`src/rtl/ata_pio_pkg.sv`:
```
`timescale 1ns/1ps
package ata_pio_pkg;
    typedef enum logic [3:0] {
        ST_IDLE, ST_WAIT_FREE, ST_SELECT, ST_WAIT_READY, ST_PARAM, ST_COMMAND,
        ST_SETTLE, ST_WAIT_DATA, ST_XFER, ST_CHECK, ST_ERR_FETCH, ST_FINISH
    } seq_state_t;

    localparam logic [2:0] OFS_DATA   = 3'd0;
    localparam logic [2:0] OFS_ERROR  = 3'd1;
    localparam logic [2:0] OFS_COUNT  = 3'd2;
    localparam logic [2:0] OFS_LBA0   = 3'd3;
    localparam logic [2:0] OFS_LBA1   = 3'd4;
    localparam logic [2:0] OFS_LBA2   = 3'd5;
    localparam logic [2:0] OFS_DEVICE = 3'd6;
    localparam logic [2:0] OFS_STATUS = 3'd7;

    localparam int SB_BSY  = 7;
    localparam int SB_DRDY = 6;
    localparam int SB_DF   = 5;
    localparam int SB_DRQ  = 3;
    localparam int SB_ERR  = 0;
endpackage

```
`src/rtl/ata_down_count.sv`:
```
`timescale 1ns/1ps
module ata_down_count #(
    parameter int W = 9
) (
    input  logic         clk,
    input  logic         rst_n,
    input  logic         load,
    input  logic [W-1:0] load_val,
    input  logic         dec,
    output logic         last
);
    logic [W-1:0] cnt;

    always_ff @(posedge clk or negedge rst_n) begin
        if (!rst_n)
            cnt <= '0;
        else if (load)
            cnt <= load_val;
        else if (dec)
            cnt <= cnt - 1'b1;
    end

    assign last = (cnt == W'(1));
endmodule

```
`src/rtl/ata_poll_timer.sv`:
```
`timescale 1ns/1ps
module ata_poll_timer #(
    parameter int W = 16
) (
    input  logic         clk,
    input  logic         rst_n,
    input  logic         run,
    input  logic [W-1:0] limit,
    output logic         expired
);
    logic [W-1:0] cnt;

    always_ff @(posedge clk or negedge rst_n) begin
        if (!rst_n)
            cnt <= '0;
        else if (run)
            cnt <= cnt + 1'b1;
        else
            cnt <= '0;
    end

    assign expired = run && (cnt == limit);

    // the count never passes the limit while a wait is running
    a_r9_no_overrun: assert property (@(posedge clk) disable iff (!rst_n)
        (run && cnt == limit) |=> !(run && $past(run) && cnt == limit + 1'b1));
endmodule

```
`src/rtl/ata_pio_reader.sv`:
```
`timescale 1ns/1ps
module ata_pio_reader
    import ata_pio_pkg::*;
#(
    parameter int SECTOR_WORDS = 256,
    parameter int CNT_W        = 8,
    parameter int TMR_W        = 16
) (
    input  logic             clk,
    input  logic             rst_n,
    input  logic             start,
    input  logic [27:0]      req_lba,
    input  logic [CNT_W-1:0] req_count,
    input  logic             req_dev,
    input  logic [7:0]       req_cmd,
    input  logic [TMR_W-1:0] poll_limit,
    output logic [2:0]       reg_addr,
    output logic             reg_rd,
    output logic             reg_wr,
    output logic [7:0]       reg_wdata,
    input  logic [15:0]      reg_rdata,
    output logic             out_valid,
    output logic [15:0]      out_data,
    input  logic             out_ready,
    output logic             done,
    output logic             fail,
    output logic             timed_out,
    output logic [7:0]       err_reg
);
    localparam int WORD_W = $clog2(SECTOR_WORDS + 1);
    localparam int SEC_W  = CNT_W + 1;

    seq_state_t       state, state_n;
    logic [27:0]      lba_q;
    logic [CNT_W-1:0] cnt_q;
    logic             dev_q;
    logic [7:0]       cmd_q;
    logic [1:0]       pidx;
    logic             ov;
    logic [15:0]      odata;
    logic             fail_q, tmo_q;
    logic [7:0]       err_q;

    logic             go_fail, go_tmo, tmr_run, tmr_exp;
    logic             sec_load, sec_dec, sec_last;
    logic             wrd_load, wrd_dec, wrd_last;
    logic [SEC_W-1:0] sec_init;

    wire st_bsy  = reg_rdata[SB_BSY];
    wire st_drdy = reg_rdata[SB_DRDY];
    wire st_df   = reg_rdata[SB_DF];
    wire st_drq  = reg_rdata[SB_DRQ];
    wire st_err  = reg_rdata[SB_ERR];

    assign sec_init = (req_count == '0) ? {1'b1, {CNT_W{1'b0}}} : {1'b0, req_count};

    ata_down_count #(.W(SEC_W)) u_sectors (
        .clk(clk), .rst_n(rst_n), .load(sec_load), .load_val(sec_init),
        .dec(sec_dec), .last(sec_last)
    );

    ata_down_count #(.W(WORD_W)) u_words (
        .clk(clk), .rst_n(rst_n), .load(wrd_load), .load_val(WORD_W'(SECTOR_WORDS)),
        .dec(wrd_dec), .last(wrd_last)
    );

    ata_poll_timer #(.W(TMR_W)) u_timer (
        .clk(clk), .rst_n(rst_n), .run(tmr_run), .limit(poll_limit), .expired(tmr_exp)
    );

    // next state and register-port strobes
    always_comb begin
        state_n   = state;
        reg_addr  = OFS_DATA;
        reg_rd    = 1'b0;
        reg_wr    = 1'b0;
        reg_wdata = 8'h00;
        go_fail   = 1'b0;
        go_tmo    = 1'b0;
        tmr_run   = 1'b0;
        sec_load  = 1'b0;
        sec_dec   = 1'b0;
        wrd_load  = 1'b0;
        wrd_dec   = 1'b0;
        done      = 1'b0;
        unique case (state)
            ST_IDLE: begin
                if (start) begin
                    sec_load = 1'b1;
                    state_n  = ST_WAIT_FREE;
                end
            end
            ST_WAIT_FREE: begin
                reg_rd   = 1'b1;
                reg_addr = OFS_STATUS;
                tmr_run  = 1'b1;
                if (!st_bsy && !st_drq)
                    state_n = ST_SELECT;
                else if (tmr_exp) begin
                    go_tmo  = 1'b1;
                    state_n = ST_FINISH;
                end
            end
            ST_SELECT: begin
                reg_wr    = 1'b1;
                reg_addr  = OFS_DEVICE;
                reg_wdata = {3'b111, dev_q, lba_q[27:24]};
                state_n   = ST_WAIT_READY;
            end
            ST_WAIT_READY: begin
                reg_rd   = 1'b1;
                reg_addr = OFS_STATUS;
                tmr_run  = 1'b1;
                if (!st_bsy && st_df) begin
                    go_fail = 1'b1;
                    state_n = ST_FINISH;
                end else if (!st_bsy && st_drdy)
                    state_n = ST_PARAM;
                else if (tmr_exp) begin
                    go_tmo  = 1'b1;
                    state_n = ST_FINISH;
                end
            end
            ST_PARAM: begin
                reg_wr = 1'b1;
                unique case (pidx)
                    2'd0: begin reg_addr = OFS_COUNT; reg_wdata = 8'(cnt_q);      end
                    2'd1: begin reg_addr = OFS_LBA0;  reg_wdata = lba_q[7:0];     end
                    2'd2: begin reg_addr = OFS_LBA1;  reg_wdata = lba_q[15:8];    end
                    2'd3: begin reg_addr = OFS_LBA2;  reg_wdata = lba_q[23:16];   end
                    default: ;
                endcase
                if (pidx == 2'd3)
                    state_n = ST_COMMAND;
            end
            ST_COMMAND: begin
                reg_wr    = 1'b1;
                reg_addr  = OFS_STATUS;
                reg_wdata = cmd_q;
                state_n   = ST_SETTLE;
            end
            ST_SETTLE: state_n = ST_WAIT_DATA;
            ST_WAIT_DATA: begin
                reg_rd   = 1'b1;
                reg_addr = OFS_STATUS;
                tmr_run  = 1'b1;
                if (!st_bsy && st_err)
                    state_n = ST_ERR_FETCH;
                else if (!st_bsy && st_df) begin
                    go_fail = 1'b1;
                    state_n = ST_FINISH;
                end else if (!st_bsy && st_drq) begin
                    wrd_load = 1'b1;
                    state_n  = ST_XFER;
                end else if (tmr_exp) begin
                    go_tmo  = 1'b1;
                    state_n = ST_FINISH;
                end
            end
            ST_XFER: begin
                reg_addr = OFS_DATA;
                reg_rd   = !ov || out_ready;
                wrd_dec  = reg_rd;
                if (reg_rd && wrd_last)
                    state_n = ST_CHECK;
            end
            ST_CHECK: begin
                reg_rd   = 1'b1;
                reg_addr = OFS_STATUS;
                if (st_err)
                    state_n = ST_ERR_FETCH;
                else if (st_df) begin
                    go_fail = 1'b1;
                    state_n = ST_FINISH;
                end else if (sec_last)
                    state_n = ST_FINISH;
                else begin
                    sec_dec = 1'b1;
                    state_n = ST_WAIT_DATA;
                end
            end
            ST_ERR_FETCH: begin
                reg_rd   = 1'b1;
                reg_addr = OFS_ERROR;
                state_n  = ST_FINISH;
            end
            ST_FINISH: begin
                if (!ov) begin
                    done    = 1'b1;
                    state_n = ST_IDLE;
                end
            end
            default: state_n = ST_IDLE;
        endcase
    end

    // state register and captured request/result
    always_ff @(posedge clk or negedge rst_n) begin
        if (!rst_n) begin
            state  <= ST_IDLE;
            lba_q  <= '0;
            cnt_q  <= '0;
            dev_q  <= 1'b0;
            cmd_q  <= 8'h00;
            pidx   <= 2'd0;
            ov     <= 1'b0;
            odata  <= 16'h0000;
            fail_q <= 1'b0;
            tmo_q  <= 1'b0;
            err_q  <= 8'h00;
        end else begin
            state <= state_n;
            if (state == ST_IDLE && start) begin
                lba_q  <= req_lba;
                cnt_q  <= req_count;
                dev_q  <= req_dev;
                cmd_q  <= req_cmd;
                fail_q <= 1'b0;
                tmo_q  <= 1'b0;
                err_q  <= 8'h00;
            end
            if (go_fail)
                fail_q <= 1'b1;
            if (go_tmo) begin
                fail_q <= 1'b1;
                tmo_q  <= 1'b1;
            end
            if (state == ST_ERR_FETCH) begin
                fail_q <= 1'b1;
                err_q  <= reg_rdata[7:0];
            end
            pidx <= (state == ST_PARAM) ? pidx + 2'd1 : 2'd0;
            if (state == ST_XFER && reg_rd) begin
                ov    <= 1'b1;
                odata <= reg_rdata;
            end else if (out_ready)
                ov <= 1'b0;
        end
    end

    assign out_valid = ov;
    assign out_data  = odata;
    assign fail      = fail_q;
    assign timed_out = tmo_q;
    assign err_reg   = err_q;

    a_r1_one_access: assert property (@(posedge clk) disable iff (!rst_n)
        !(reg_rd && reg_wr));
    a_r4_settle_gap: assert property (@(posedge clk) disable iff (!rst_n)
        (reg_wr && reg_addr == OFS_STATUS) |=> (!reg_rd && !reg_wr));
    a_r5_stream_hold: assert property (@(posedge clk) disable iff (!rst_n)
        (out_valid && !out_ready) |=> (out_valid && $stable(out_data)));
    a_r6_no_data_after_err: assert property (@(posedge clk) disable iff (!rst_n)
        (reg_rd && reg_addr == OFS_ERROR) |=> !(reg_rd && reg_addr == OFS_DATA));
    a_r10_done_drained: assert property (@(posedge clk) disable iff (!rst_n)
        done |-> !out_valid);
    a_r10_done_single: assert property (@(posedge clk) disable iff (!rst_n)
        done |=> !done);
    a_r9_timeout_fails: assert property (@(posedge clk) disable iff (!rst_n)
        (done && timed_out) |-> fail);
endmodule

```
`config.mk`:
```
export PLATFORM = sky130hd
export DESIGN_NAME = ata_pio_reader
export DESIGN_NICKNAME = d
export VERILOG_FILES = /design/src/rtl/ata_pio_pkg.sv /design/src/rtl/ata_down_count.sv /design/src/rtl/ata_poll_timer.sv /design/src/rtl/ata_pio_reader.sv
export SDC_FILE = /design/constraint.sdc
export NUM_CORES = 1
export LEC_CHECK = 0
export BUFFER_PORTS_ARGS = -buffer_cell sky130_fd_sc_hd__buf_2
export CAP_MARGIN = 40
export CORE_MARGIN = 2
export CORE_UTILIZATION = 25
export CTS_BUF_LIST = sky130_fd_sc_hd__clkbuf_16
export DETAILED_ROUTE_END_ITERATION = 6
export PLACE_DENSITY = 0.46
export SLEW_MARGIN = 20
export SYNTH_ARGS = -nofsm -noshare
export SYNTH_HDL_FRONTEND = slang
export SYNTH_HIERARCHICAL = 1
export SYNTH_SLANG_ARGS = --single-unit
```
`constraint.sdc`:
```
create_clock -name clk -period 3.3 [get_ports clk]
set_input_delay 0.165 -clock clk [delete_from_list [all_inputs] [get_ports clk]]
set_output_delay 0.165 -clock clk [all_outputs]
set_load 0.005 [all_outputs]
```
# Word-level counts from Yosys, hierarchy flattened
# Index checks and enable logic that the tools add are counted.
[word_totals]
regBits = 112
output_inout_bits = 41
word_cells = 130
[classes]
n_addsub = 4
n_eq_ne = 21
n_mux = 64
n_reduce_logical = 27
[op_table]
columns = ["op", "count"]
rows = [
  ["4-bit two-way mux", 14],
  ["4-bit case mux with 12 select lines", 1],
  ["9-bit two-way mux", 5],
  ["1-bit two-way mux", 33],
  ["8-bit case mux with 4 select lines", 1],
  ["3-bit case mux with 4 select lines", 2],
  ["8-bit case mux with 3 select lines", 1],
  ["9-bit by 1-bit equality test with 1-bit output, second input constant", 2],
  ["9-bit by 1-bit subtractor with 9-bit output, second input constant", 2],
  ["16-bit by 1-bit adder with 16-bit output, second input constant", 1],
  ["16-bit equality test", 1],
  ["4-bit by 3-bit equality test with 1-bit output, second input constant", 4],
  ["4-bit equality test, second input constant", 4],
  ["16-bit two-way mux", 1],
  ["8-bit two-way mux", 2],
  ["2-bit nonzero test", 5],
  ["5-bit OR reduction", 2],
  ["1-bit logical AND", 9],
  ["4-bit by 2-bit equality test with 1-bit output, second input constant", 2],
  ["8-bit zero test", 1],
  ["2-bit != test, second input constant", 4],
  ["1-bit case mux with 3 select lines", 2],
  ["3-bit OR reduction", 2],
  ["2-bit equality test, second input constant", 2],
  ["11 further kinds", 13],
]

# Depth between registers and ports, before layout
# Gate-level depths: netlist (run 1).
[logic_depth]
word_depth = 11
mapped_depth = 10

# Cells and area by module
# The synthesis (run 1) kept the hierarchy.
[by_module_without_submodules]
columns = ["module", "n_inst", "cells_each", "area_each_um2", "seq_area_each_um2"]
rows = [
  ["ata_pio_reader", 1, 357, 3915.0, 1951.9],
  ["ata_down_count", 2, 56, 508.0, 225.2],
  ["ata_poll_timer", 1, 94, 983.4, 400.4],
]

# Worst setup path before layout (run 1)
# OpenSTA, ideal clock, no wires.
[synth_path]
path_type = "reg2reg"
startpoint = "reg u_sectors.cnt[0]"
endpoint = "reg u_sectors.cnt[5]"
arrival_ps = 2604
required_time_ps = 3218
setup_slack_ps = 614
stages_incl_launch_ff = 9
n_path_buf = 0
period_less_slack_ps = 2686
path_cell_list = "dfrtp_1 -> ha_1 -> nand2_1 -> nor3_1 -> or3_1 -> nor3_1 -> or4b_4 -> or4_1 -> a31oi_1"
[synth_via]
elab_chain_cells = 6
word_cells_on_any_way = 9
[synth_lines]
columns = ["item", "line", "source"]
rows = [
  ["from (decl)", "ata_down_count.sv:12", "logic [W-1:0] cnt;"],
  ["from (signal assigned)", "ata_down_count.sv:18", "cnt <= load_val;"],
  ["from (signal assigned)", "ata_down_count.sv:20", "cnt <= cnt - 1'b1;"],
  ["9-bit by 1-bit equality test with 1-bit output", "ata_down_count.sv:23", "assign last = (cnt == W'(1));"],
  ["named net sec_last", "ata_pio_reader.sv:45", "logic sec_load, sec_dec, sec_last;"],
  ["1-bit two-way mux", "ata_pio_reader.sv:175", "end else if (sec_last)"],
  ["1-bit two-way mux", "ata_pio_reader.sv:172", "else if (st_df) begin"],
  ["1-bit two-way mux", "ata_pio_reader.sv:170", "if (st_err)"],
  ["1-bit two-way mux", "ata_pio_reader.sv:86", "unique case (state)"],
  ["named net sec_dec", "ata_pio_reader.sv:45", ""],
  ["2-bit nonzero test (no source line)", "--", ""],
]
# The timed path passes the listed nets, and every way through them passes these cells. The select of a mux whose other input is x is not followed.
# A chain may end at the register's enable or synchronous reset.

# Worst setup path in the final report (run 1)
[layout_path]
startpoint = "reg pidx[0]"
endpoint = "out reg_wdata[7]"
[layout_via]
elab_chain_cells = 3
word_cells_on_any_way = 6
[layout_lines]
columns = ["item", "line", "source"]
rows = [
  ["from (decl)", "ata_pio_reader.sv:38", "logic [1:0] pidx;"],
  ["from (signal assigned)", "ata_pio_reader.sv:232", "pidx <= (state == ST_PARAM) ? pidx + 2'd1 : 2'd0;"],
  ["2-bit equality test (tied with other cells)", "ata_pio_reader.sv:126", "unique case (pidx)"],
  ["8-bit case mux with 4 select lines *", "ata_pio_reader.sv:126", ""],
  ["8-bit case mux with 3 select lines *", "ata_pio_reader.sv:86", ""],
  ["to (decl)", "ata_pio_reader.sv:20", "output logic [7:0] reg_wdata,"],
]
# Every way passes the cells marked *; elsewhere a longest branch is shown, timed or not.

==> results of run 1 <==
[worst max-delay path: stages (launching register included)]
cell	delay (ps)
dfrtp_1	430
inv_1	90
ha_1	400
a222oi_1	200
a2111oi_0	630
a211oi_1	100
nor2_1	160
buf_2	140
[synthesized netlist by cell type, types with 3 or more instances]
cell,number,share of area
a2111oi_0,3,0.0044
and2_1,14,0.015
or4_1,10,0.013
nand4_1,7,0.0074
o31ai_1,4,0.0051
or3_2,4,0.0051
a21oi_1,10,0.0085
o22ai_1,7,0.0074
nor4_1,4,0.0042
ha_1,9,0.019
buf_6,4,0.0076
a22oi_1,5,0.0063
dfrtp_1,112,0.47
clkbuf_1,14,0.0089
nor2_2,3,0.0032
a31oi_1,8,0.0085
and3_1,3,0.0032
nor3_1,7,0.0059
o211ai_1,6,0.0076
nand3_1,9,0.0076
nor2b_1,11,0.012
xnor2_1,21,0.031
inv_1,12,0.0076
o21ai_0,29,0.025
nor2_1,36,0.023
a222oi_1,8,0.014
nand2_1,52,0.033
mux2_2,60,0.11
buf_2,16,0.014
a211oi_1,4,0.0051
nand2b_1,11,0.012
xor2_1,10,0.015
[logic make-up (layout without fill, tap and decap cells)]
kind of cell / count (synthesis) / count (layout) / synth area share
flops: 112 / 112 / 0.4739
xor+xnor: 31 / 31 / 0.04591
mux: 62 / 62 / 0.1176
simple gates: 196 / 196 / 0.1855
fa+ha+maj: 9 / 9 / 0.01904
compound gates: 101 / 101 / 0.1159
other cells: 2 / 9 / 0.001270
buf+inv: 50 / 163 / 0.04083
[layout make-up]
class                      instances  area share
clock inverter                     7     0.01045
multi-input combinational        408      0.4047
inverter                          14    0.007317
tap                              319     0.05557
clock buffer                       9     0.03136
sequential                       112      0.3902
timing repair buffer             133      0.1003
[per-stage QoR]
stage          instance area [sq um]  setup slack, ps  hold slack [ps]  cells  power (W)
2_1_floorplan                   5941            613.8           -130.6    570   0.003752
3_3_place_gp                    6844            715.2            313.8    984   0.004502
3_5_place_dp                    6844            678.9            309.1    984   0.004505
4_1_cts                         7154            598.2            5.750   1001   0.005672
5_1_grt                         7182            372.0            8.510   1002   0.006028
6_report                        7182            620.5            25.66   1002   0.005575
[placed cells by master (no fill, tap or decap), types with 9 or more instances in the layout]
cell type and count:
nand2b_1 11, clkbuf_16 9, conb_1 9, buf_4 11
mux2_2 60, inv_1 12, xnor2_1 21, ha_1 9
a21oi_1 10, nor2b_1 11, o21ai_0 29, and2_1 14
dfrtp_1 112, nand2_1 52, xor2_1 10, or4_1 10
nor2_1 36, buf_2 120
[final timing paths]
| check | startpoint | to | slack, ps | cells past startpoint |
|---|---|---|---|---|
| setup / recovery | pidx[0]$_DFF_PN0_ | reg_wdata[7] | 620 | 7 |
| hold / removal | reg_rdata[2] | err_reg[2]$_DFFE_PN0P_ | 30 | 3 |
| setup reg to reg | u_sectors/cnt[0]$_DFFE_PN0P_ | u_sectors/cnt[5]$_DFFE_PN0P_ | 670 | 9 |
| hold reg to reg | out_data[7]$_DFFE_PN0P_ | out_data[7]$_DFFE_PN0P_ | 480 | 2 |
| max in group asynchronous | rst_n | err_reg[3]$_DFFE_PN0P_ | 2280 | 4 |
| min in group asynchronous | rst_n | lba_q[8]$_DFFE_PN0P_ | 160 | 2 |
[metal layers]
layer,up-vias,GRT usage
li1,2233,-
met1,2186,0.1703
met2,132,0.1923
met3,9,0.03504
met4,0,0.02424
met5,-,0
[power breakdown]
| group | internal, W | switching (W) |
|---|---|---|
| logic | 0.00106 | 0.000998 |
| registers | 0.00194 | 0.000457 |
| clock network | 0.000539 | 0.000580 |
==> impl_metrics.py, run 1 <==
metrics = {
    "cts": {
        "cts_resized": 0,
        "cts-buffers-inserted": 9,
        "cts_setup_buffers": 0,
        "cts_tree": "done",
        "clock-root-buffer": "clkbuf_16",
        "clk_latency_ps": 360,
        "hold_buffers": 1,
        "htree_levels": 3,
        "clock-sinks": 112,
        "cts.clk_slew.worst_paths_ps": 80,
        "clk_path_buf_depth": 2,
    },
    "cells_and_area": {
        "final_net_count": 768,
        "regMostFlops": "lba_q",
        "regArea_sq_um": 2803,
        "drive_gt1_frac": 0.3397,
        "syn2layout_area_growth_pct": 21.43,
        "num_antenna_cells": 0,
        "final_util": 0.3078,
        "largest_register_ffs": 28,
        "multiInputGateArea_sq_um": 2907,
        "n_fill_cell": 2439,
    },
    "timing": {
        "fin_skew_ps": 9.018,
        "rsz0062_at_grt": "false",
        "setup_violations": 0,
        "finalCriticalPeriod_ps": 2679,
        "hold_violations": 0,
        "tightest_slew_ps": 733.0,
        "slew_headroom": 0.5113,
        "tns_ps": 0,
        "fin_crit_sh": 0.8120,
        "fmax_mhz": 373.2,
        "maxSlewViolCount": 0,
    },
    "logic_synthesis": {
        "synth_seq_cells": 112,
        "synth_edf_count": 0,
        "synth_cell_types": 67,
        "yosys_warnings": 6,
        "synth.avg_cell_area_sq_um": 10.51,
        "async_reset_ff_frac": 1.000,
        "netlist_area_sq_um": 5914,
        "ys.flop_type": "dfrtp_1",
        "postSynthCellCount": 563,
        "seq_area_frac_synth": 0.4739,
    },
    "route": {
        "antenna_left": 0,
        "wl_met3_um": 934,
        "dr.pass1.iters": 4,
        "wl_per_cell_um": 15.24,
        "drtIter0Drc": 242,
        "route.vias.total": 4560,
        "drc": 0,
        "top_layer": "met4",
        "wl_met2_um": 6878,
        "wl_met1_um": 7335,
        "wl_um": 15270,
        "vias_per_cell": 4.551,
    },
    "floorplan": {
        "die-area_sq_um": 24900,
        "start_util": 0.2535,
        "io_pins": 122,
        "die_w_um": 157.8,
        "rows": 56,
        "die_h_um": 157.8,
        "coreArea_sq_um": 23330,
    },
    "power": {
        "leakage_nw": 3.161,
        "p_per_area_nw_per_um2": 776.2,
        "irDropWorstVdd_v": 0.0003870,
    },
    "global_routing": {
        "grt_max_degree": 60,
        "grt_pass1_vias": 4492,
        "overflow": 0,
        "grt_pass1_wl_um": 23980,
        "gr-usage-all-layers": 0.1232,
        "antenna_found_initial": 0,
    },
    "place": {
        "hpwl_um": 10960,
        "place.gp.congestion": 0.7519,
        "port_buffers": 121,
    },
    "run": {
        "cap_viol_max_count": 0,
    },
    "setup_path": {
        "crit_fanout": 9,
        "path_class": "reg -> out",
        "endpoint_kind": "primary output",
        "critPathArrivalTime_ps": 2510,
        "critPathRequiredTime_ps": 3130,
        "startpoint_type": "flop",
    },
    "status": {
        "status": "finished, final reports clean",
    },
    "hold_path": {
        "min-delay-path-class": "in -> reg",
    },
}
Note: power is estimated with default switching activity, not from simulation.
==> inputs of run 2 (changes only) <==
Settings changed: PLACE_DENSITY 0.46 to 0.47.
Clock period 3.3 ns to 2.2 ns, I/O delays scaled along.
==> run 2 against run 1 <==
Compared with the run above: the flow now finishes with violations (negative setup slack); critical path type is now reg -> reg; largest power group is now combinational cells; first-iteration DRC count rose by 17%; register-to-register slack got worse by 720 ps; sequential power is 43% higher.
==> impl_metrics.py, run 2 (synthesis results as in run 1) <==
metrics = {
    "hold_path": {
        "min-delay-path-class": "in -> reg",
        "worstHoldStart": "req_count[4]",
        "whs_endpoint": "cnt_q[4]$_DFFE_PN0P_",
        "hold_depth": 2,
    },
    "setup_path": {
        "crit_fanout": 3,
        "r2r_cells": 9,
        "worst_r2r_endpoint": "u_sectors/cnt[5]$_DFFE_PN0P_",
        "critPathArrivalTime_ps": 2530,
        "critPathSlowestCell": "or4b_4",
        "startpoint_type": "flop",
        "max_stage_delay_ps": 490,
        "path_class": "reg -> reg",
        "worstReg2RegStart": "u_sectors/cnt[1]$_DFFE_PN0P_",
        "crit_chain": "inv_2 > ha_4 > nand2_2 > nor3_2 > or3_4 > nor3_4 > or4b_4 > or4_1 > a31oi_1",
        "endpoint_kind": "flop",
        "critPathRequiredTime_ps": 2480,
        "reg2reg_setup_slack_ps": -50,
    },
    "timing": {
        "fin_skew_ps": 14.02,
        "fin_ws_ps": -48.04,
        "fmax_mhz": 444.8,
        "tns_ps": -48.04,
        "fin_crit_sh": 1.022,
        "tightest_slew_ps": 703.6,
        "setup_violations": 1,
        "maxSlewViolCount": 0,
        "rsz0062_at_grt": "true",
        "hold_violations": 0,
        "slew_headroom": 0.5310,
        "finalCriticalPeriod_ps": 2248,
    },
    "power": {
        "p_sw_w": 0.003255,
        "sw_frac_of_total": 0.3649,
        "p_int_w": 0.005667,
        "p_per_area_nw_per_um2": 1100,
        "irDropWorstVdd_v": 0.0004695,
        "seqPwrFrac": 0.386,
        "pwr-share-clk": 0.192,
        "leakage_nw": 3.583,
        "combPwrFrac": 0.422,
    },
    "route": {
        "antenna_left": 0,
        "wl_per_cell_um": 14.87,
        "route.vias.total": 4867,
        "wl_um": 16170,
        "vias_per_cell": 4.473,
        "wl_met1_um": 7618,
        "top_layer": "met5",
        "wl_met2_um": 7708,
        "drc": 0,
        "drtIter0Drc": 284,
        "wl_met3_um": 667,
        "dr.pass1.iters": 5,
    },
    "place": {
        "hpwl_um": 11560,
        "placed_cells": 1015,
        "port_buffers": 121,
        "place.gp.congestion": 0.7907,
        "placed_cell_area_sq_um": 7116,
    },
    "cells_and_area": {
        "fin_area_sq_um": 8110,
        "final_net_count": 854,
        "num_antenna_cells": 0,
        "regMostFlops": "lba_q",
        "final_common_cell": "buf_2",
        "n_fill_cell": 2371,
        "stdcell_count": 1088,
        "most-common-layout-cells": "buf_2 (120), dfrtp_1 (108), mux2_2 (60), nand2_1 (51), dlygate4sd3_1 (50)",
        "drive_gt1_frac": 0.3797,
        "syn2layout_area_growth_pct": 37.13,
        "largest_register_ffs": 28,
    },
    "floorplan": {
        "die_h_um": 157.8,
        "die-area_sq_um": 24900,
        "die_w_um": 157.8,
        "io_pins": 122,
        "coreArea_sq_um": 23330,
        "rows": 56,
        "start_util": 0.2535,
    },
    "cts": {
        "clk_latency_ps": 360,
        "clk_path_buf_depth": 2,
        "clock-sinks": 112,
        "cts_tree": "done",
        "clock-root-buffer": "clkbuf_16",
        "cts.clk_slew.worst_paths_ps": 90,
        "cts-buffers-inserted": 9,
        "htree_levels": 3,
    },
    "global_routing": {
        "gr-usage-all-layers": 0.1303,
        "grt_pass1_wl_um": 25470,
        "grt_max_degree": 56,
        "overflow": 0,
        "grt_pass1_vias": 4867,
        "antenna_found_initial": 1,
    },
    "status": {
        "violations": "negative setup slack",
        "status": "finished, violations left",
    },
    "run": {
        "cap_viol_max_count": 0,
    },
}
run 2: cell count changes in the layout (fill, tap and decap cells not counted), sizes merged:
cell,delta
clkinvlp,-1
dlygate4sd3,+49
inv,+2
buf,+37
clkinv,-1
run 2: how the worst max path moves through the flow:
stage	from	endpoint	cells past startpoint
after floorplan	u_sectors/cnt[0]$_DFFE_PN0P_	u_sectors/cnt[5]$_DFFE_PN0P_	8
after global placement	u_sectors/cnt[1]$_DFFE_PN0P_	u_sectors/cnt[5]$_DFFE_PN0P_	9
after detailed placement	u_sectors/cnt[1]$_DFFE_PN0P_	u_sectors/cnt[5]$_DFFE_PN0P_	9
after CTS	u_sectors/cnt[1]$_DFFE_PN0P_	u_sectors/cnt[7]$_DFFE_PN0P_	9
after global routing	u_sectors/cnt[1]$_DFFE_PN0P_	u_sectors/cnt[5]$_DFFE_PN0P_	9
final	u_sectors/cnt[1]$_DFFE_PN0P_	u_sectors/cnt[5]$_DFFE_PN0P_	9
run 2: area by class of cell:
cell class                 instances  area (sq um)  area share
inverter                          14         52.55    0.006479
clock inverter                     7         81.33     0.01003
timing repair buffer             219          1500      0.1850
clock buffer                       9         225.2     0.02777
multi-input combinational        408          3044      0.3753
sequential                       112          2808      0.3462
tap                              319         399.1     0.04921
run 2: through the flow:
stage,hold slack (ps),setup slack (ps),utilization,total power (W)
after global routing,11.08,-138.8,0.3476,0.009614
after global placement,-55.84,-57.47,0.3050,0.007044
after detailed placement,-59.52,-115.5,0.3050,0.007058
after floorplan,-185.6,-153.3,-,0.005658
final,21.86,-48.04,0.3476,0.008922
after CTS,5.743,-64.12,0.3436,0.008962
run 2: power groups by stage:
stage / clock [W] / combinational [W] / sequential, W
2_1_floorplan: 0 / 0.00227 / 0.00339
3_3_place_gp: 0 / 0.00359 / 0.00345
3_5_place_dp: 0 / 0.00360 / 0.00346
4_1_cts: 0.00180 / 0.00373 / 0.00344
5_1_grt: 0.00188 / 0.00418 / 0.00356
6_report: 0.00172 / 0.00377 / 0.00344
run 2: critical path: cells and delay by family (launching register included):
family                   cells  cell delay, ps
adder cells (fa/ha/maj)      1             150
buffers and inverters        1              60
AND/OR/NAND/NOR              6            1450
AO/OA/AOI/OAI                1             140
flip-flops                   1             370
run 2: layer usage:
layer  up-vias  global-route usage
met5         -                   0
met4         2             0.03247
met3        12             0.02874
met2        92              0.2184
met1      2352              0.1703
li1       2409                   -
run 2: repair_timing:
item / CTS / global route
hold buffers: 50 / 0
pin swaps: 7 / 20
resized for setup: 14 / 20
buffers inserted: 5 / 2
hold endpoints to repair: 164 / 0
setup endpoints to repair: 12 / 17
